[config.mk]
export PLATFORM = sky130hd
export DESIGN_NAME = page_aging_victim
export DESIGN_NICKNAME = d
export VERILOG_FILES = /design/src/rtl/page_aging_victim.sv
export SDC_FILE = /design/constraint.sdc
export NUM_CORES = 1
export LEC_CHECK = 0
export ABC_AREA = 0
export BUFFER_PORTS_ARGS = -buffer_cell sky130_fd_sc_hd__buf_2
export CAP_MARGIN = 5
export CORE_AREA = 4 4 135 137
export CTS_CLUSTER_DIAMETER = 40
export DETAILED_ROUTE_END_ITERATION = 6
export DIE_AREA = 0 0 139 141
export GPL_ROUTABILITY_DRIVEN = 0
export PLACE_DENSITY = 0.51
export SYNTH_ARGS = -nofsm -noshare
export SYNTH_HDL_FRONTEND = slang
export SYNTH_SLANG_ARGS = --single-unit
[constraint.sdc]
create_clock -name clk -period 29.1 [get_ports clk]
set_clock_uncertainty 0.05 [all_clocks]
set_input_delay 2.91 -clock clk [delete_from_list [all_inputs] [get_ports clk]]
set_output_delay 2.91 -clock clk [all_outputs]
set_load 0.05 [all_outputs]
[src/rtl/page_aging_victim.sv]
module page_aging_victim #(
  parameter int NUM_PAGES = 8,
  parameter int AGE_W     = 8,
  parameter int IDX_W     = (NUM_PAGES > 1) ? $clog2(NUM_PAGES) : 1
) (
  input  logic                       clk,
  input  logic                       rst_n,
  input  logic                       ref_valid,
  input  logic [IDX_W-1:0]           ref_page,
  input  logic                       tick,
  input  logic                       fault_req,
  output logic                       victim_valid,
  output logic [IDX_W-1:0]           victim_page,
  output logic [NUM_PAGES*AGE_W-1:0] age_vec
);

  logic [AGE_W-1:0]     hist_q [NUM_PAGES];
  logic [NUM_PAGES-1:0] touched_q, touch_now;
  logic [IDX_W-1:0]     min_idx;
  logic [AGE_W-1:0]     min_val;

  assign touch_now = ref_valid ? ({{(NUM_PAGES-1){1'b0}}, 1'b1} << ref_page) : '0;

  always_ff @(posedge clk) begin
    if (!rst_n)     touched_q <= '0;
    else if (tick)  touched_q <= touch_now;
    else            touched_q <= touched_q | touch_now;
  end

  for (genvar g = 0; g < NUM_PAGES; g++) begin : g_page
    always_ff @(posedge clk) begin
      if (!rst_n)    hist_q[g] <= '0;
      else if (tick) hist_q[g] <= {touched_q[g], hist_q[g][AGE_W-1:1]};
    end
    assign age_vec[g*AGE_W +: AGE_W] = hist_q[g];
  end

  always_comb begin
    min_idx = '0;
    min_val = hist_q[0];
    for (int i = 1; i < NUM_PAGES; i++) begin
      if (hist_q[i] < min_val) begin
        min_val = hist_q[i];
        min_idx = IDX_W'(i);
      end
    end
  end

  always_ff @(posedge clk) begin
    if (!rst_n) begin
      victim_valid <= 1'b0;
      victim_page  <= '0;
    end else begin
      victim_valid <= fault_req;
      if (fault_req) victim_page <= min_idx;
    end
  end

endmodule

==> flow_summary.ini <==
[global_routing]
antenna_found_initial = 0
grt_pass1_vias = 3979
grt_pass1_wl_um = 21690
overflow_left_after_global_routing = 0
maximum_number_of_pins_on_one_net_before_global_route_repair = 78
grt_overall_usage_pct = 13.55

[drt]
drt_drc_violations_left = 0
drt_iter0_markers = 250
wire_per_inst_um = 16.29
totalWireLength_um = 13100
vias_per_cell = 4.969
num_vias = 3995
antenna_violating_nets_post_route = 0
detailed_router_iteration_count_before_antenna_repair = 4

[floorplanning]
starting_utilization_of_the_core_area_pct = 29.53
fp.dieArea_mm2 = 0.01960
count_of_boundary_i_o_pins = 76
height_of_the_die_um = 141
core-area_mm2 = 0.01706
die_width_um = 139
placementRows = 48

[setup_path]
critPathMaxStageDelay_ps = 830
rrSetupSlack_ps = 15590
cp_data_required_time_ps = 29260
crit_path_max_fanout = 18
worst_r2r_startpoint = hist_q[0][2]$_SDFFCE_PN0P_
ff2ff_path_depth = 55
worstPathBufferInverterCount = 4
worst_ep_arrival_time_ps = 13670
timing.critical_path.from_type = register
timing.setup.critical_path_class = register to register
timing.critical_path.slowest_stage_cell = nand4bb_1
origin_of_the_worst_setup_path = hist_q[0][2]$_SDFFCE_PN0P_
end_kind = register
crit-reg2reg-capture = victim_page[2]$_SDFFE_PN0P_
cp_top_family = compound AO/OA/AOI/OAI gates

[sta]
fin_crit_sh_pct = 46.43
setup_repair_after_global_routing_missed_its_margin = no
worst_slew_margin_rel_pct = 39.38
setup_total_negative_slack_ps = 0
timing.fmax_ghz = 0.07401
timing_worst_slew_pin_value_ps = 904.2
hold_viol = 0
drv_slew = 0
period_minus_slack_ps = 13510
report.final.setup_viol = 0
setup_slack_ps = 15590

[clocking]
worst_skew_pair.late_latency_ps = 350
cts_num_sinks = 76
cts_max_level = 3
holdBufCountCts = 0
clk_path_buf_depth = 2
worst_setup_hold_path_clk_slew_ps = 60
cts-buffers-inserted = 9
ctsRootBufferMaster = clkbuf_16
cts_tree = yes
cts_post_setup_buffers_inserted = 0
cts_resized = 0

[power]
max-vdd-ir-drop_mv = 0.03202
p_leak_nw = 2.836
finalPower_uw = 429.7
power_density_mw_per_mm2 = 72.40

[logic_synthesis]
synthesis.nets = 556
flops_latches_synth = 76
ys_warn_count = 0
number_of_flops_mapped_to_enable_cells_by_yosys = 64
synth.area.top_cells = edfxtp_1 38%, ha_1 10%, and3_1 8.6%
ys_types = 55
ys_dominant_reg_cell = edfxtp_1
average_cell_area_after_synthesis_um2 = 9.933
syn-cell-area_mm2 = 0.005036
synth-seq-area-share_pct = 42.93
synth_area_leader_cell = edfxtp_1
postSynth.asyncResetShare_pct = 0
syn-instance-count = 507
synth_top_area_share_pct = 38.16

[status]
status = completed

[layout]
fraction_of_layout_cells_with_a_size_suffix_above_1_pct = 20.55
layout_common_cells = 75 x buf_2, 69 x and3_1, 64 x edfxtp_1
layout.cells.most_common = buf_2
layout.core_utilization_pct = 34.80
insertedDiodeCount = 0
finish.net_count = 623
stdcell_count = 804
area_grow_syn2layout_pct = 17.86
fill_cells = 1782

[placed_design]
placement.setup.worst_slack_ps = 15680
port_buffers = 75
dpl.hpwl_um = 9645
placed_cells = 788

[hold_path]
hold_removal_path_class = register to register
min_to = hist_q[1][23]$_SDFFCE_PN0P_
holdCritStartpoint = touched_q[6]$_SDFF_PN0_
hold_depth = 1

[job]
drv.max_cap_violation_count = 0
[layer usage]
| layer | vias up | global-route usage (%) | routed length [um] |
|---|---|---|---|
| li1 | 2003 | - | - |
| met1 | 1916 | 18.39 | 6418 |
| met2 | 60 | 21.45 | 6073 |
| met3 | 16 | 2.782 | 374 |
| met4 | 0 | 4.995 | 229 |
| met5 | - | 0 | 0 |
[worst max path at each step]
stage	slack, ps	cells past startpoint	endpoint
after global routing	14200	56	victim_page[2]$_SDFFE_PN0P_
after floorplan	17130	63	victim_page[2]$_SDFFE_PN0P_
after detailed placement	15680	55	victim_page[2]$_SDFFE_PN0P_
after global placement	16050	54	victim_page[2]$_SDFFE_PN0P_
final	15590	55	victim_page[2]$_SDFFE_PN0P_
after CTS	15630	55	victim_page[2]$_SDFFE_PN0P_
[sequential cells by signal (all words and copies together) (netlist names)]
name	count
hist_q	64
touched_q	8
victim_page	3
victim_valid	1
[where the power goes]
group	switching, mW	internal (mW)	total [mW]
combinational	0.113	0.0663	0.180
clock	0.0463	0.0704	0.117
sequential	0.00789	0.125	0.133
[cells in the mapped netlist (all sizes together), types with 3 or more instances]
cell type and number:
mux2i 14, o22ai 8, nand2b 7, nor2 37, and2 10, o2111ai 3, inv 49, ha 41
a21o 13, a221oi 3, buf 3, and3 69, nor3 3, dfxtp 12, o21a 3, a21oi 35
clkbuf 19, mux2 12, a221o 4, o32ai 3, edfxtp 64, a211oi 5, o21ai 16, nor2b 6
nand3 8, maj3 4, nand2 30, a31oi 5
[worst register-to-register path, delay by kind of cell (launching register included)]
kind,cells,cell delay (ps)
AO/OA/AOI/OAI,24,5960
AND/OR/NAND/NOR,17,3460
adder cells (fa/ha/maj),7,2090
multiplexers,3,1070
flip-flops,1,460
buffers and inverters,4,320
[per-stage QoR]
| step | hold slack [ps] | instance area, um2 |
|---|---|---|
| final | 506.4 | 5936 |
| after global routing | 527.5 | 5936 |
| after CTS | 503.6 | 5936 |
| after detailed placement | 484.2 | 5619 |
| after global placement | 486.8 | 5619 |
| after floorplan | 479.5 | 5036 |
[layout make-up]
class / instances / area, um2 / share of cell area, %
timing repair buffer: 78 / 397.9 / 6.703
clock inverter: 4 / 27.53 / 0.4637
inverter: 49 / 183.9 / 3.099
multi-input combinational: 360 / 2594 / 43.70
sequential: 76 / 2162 / 36.42
clock buffer: 12 / 289.0 / 4.869
tap: 225 / 281.5 / 4.743
[cell families after synthesis]
family	count (synthesis)	share of synthesized area, %
flops	76	42.93
mux	26	6.062
compound gates	110	15.48
buf+inv	71	5.615
simple gates	179	18.93
fa+ha+maj	45	10.98
(Power assumes the default switching activity.)
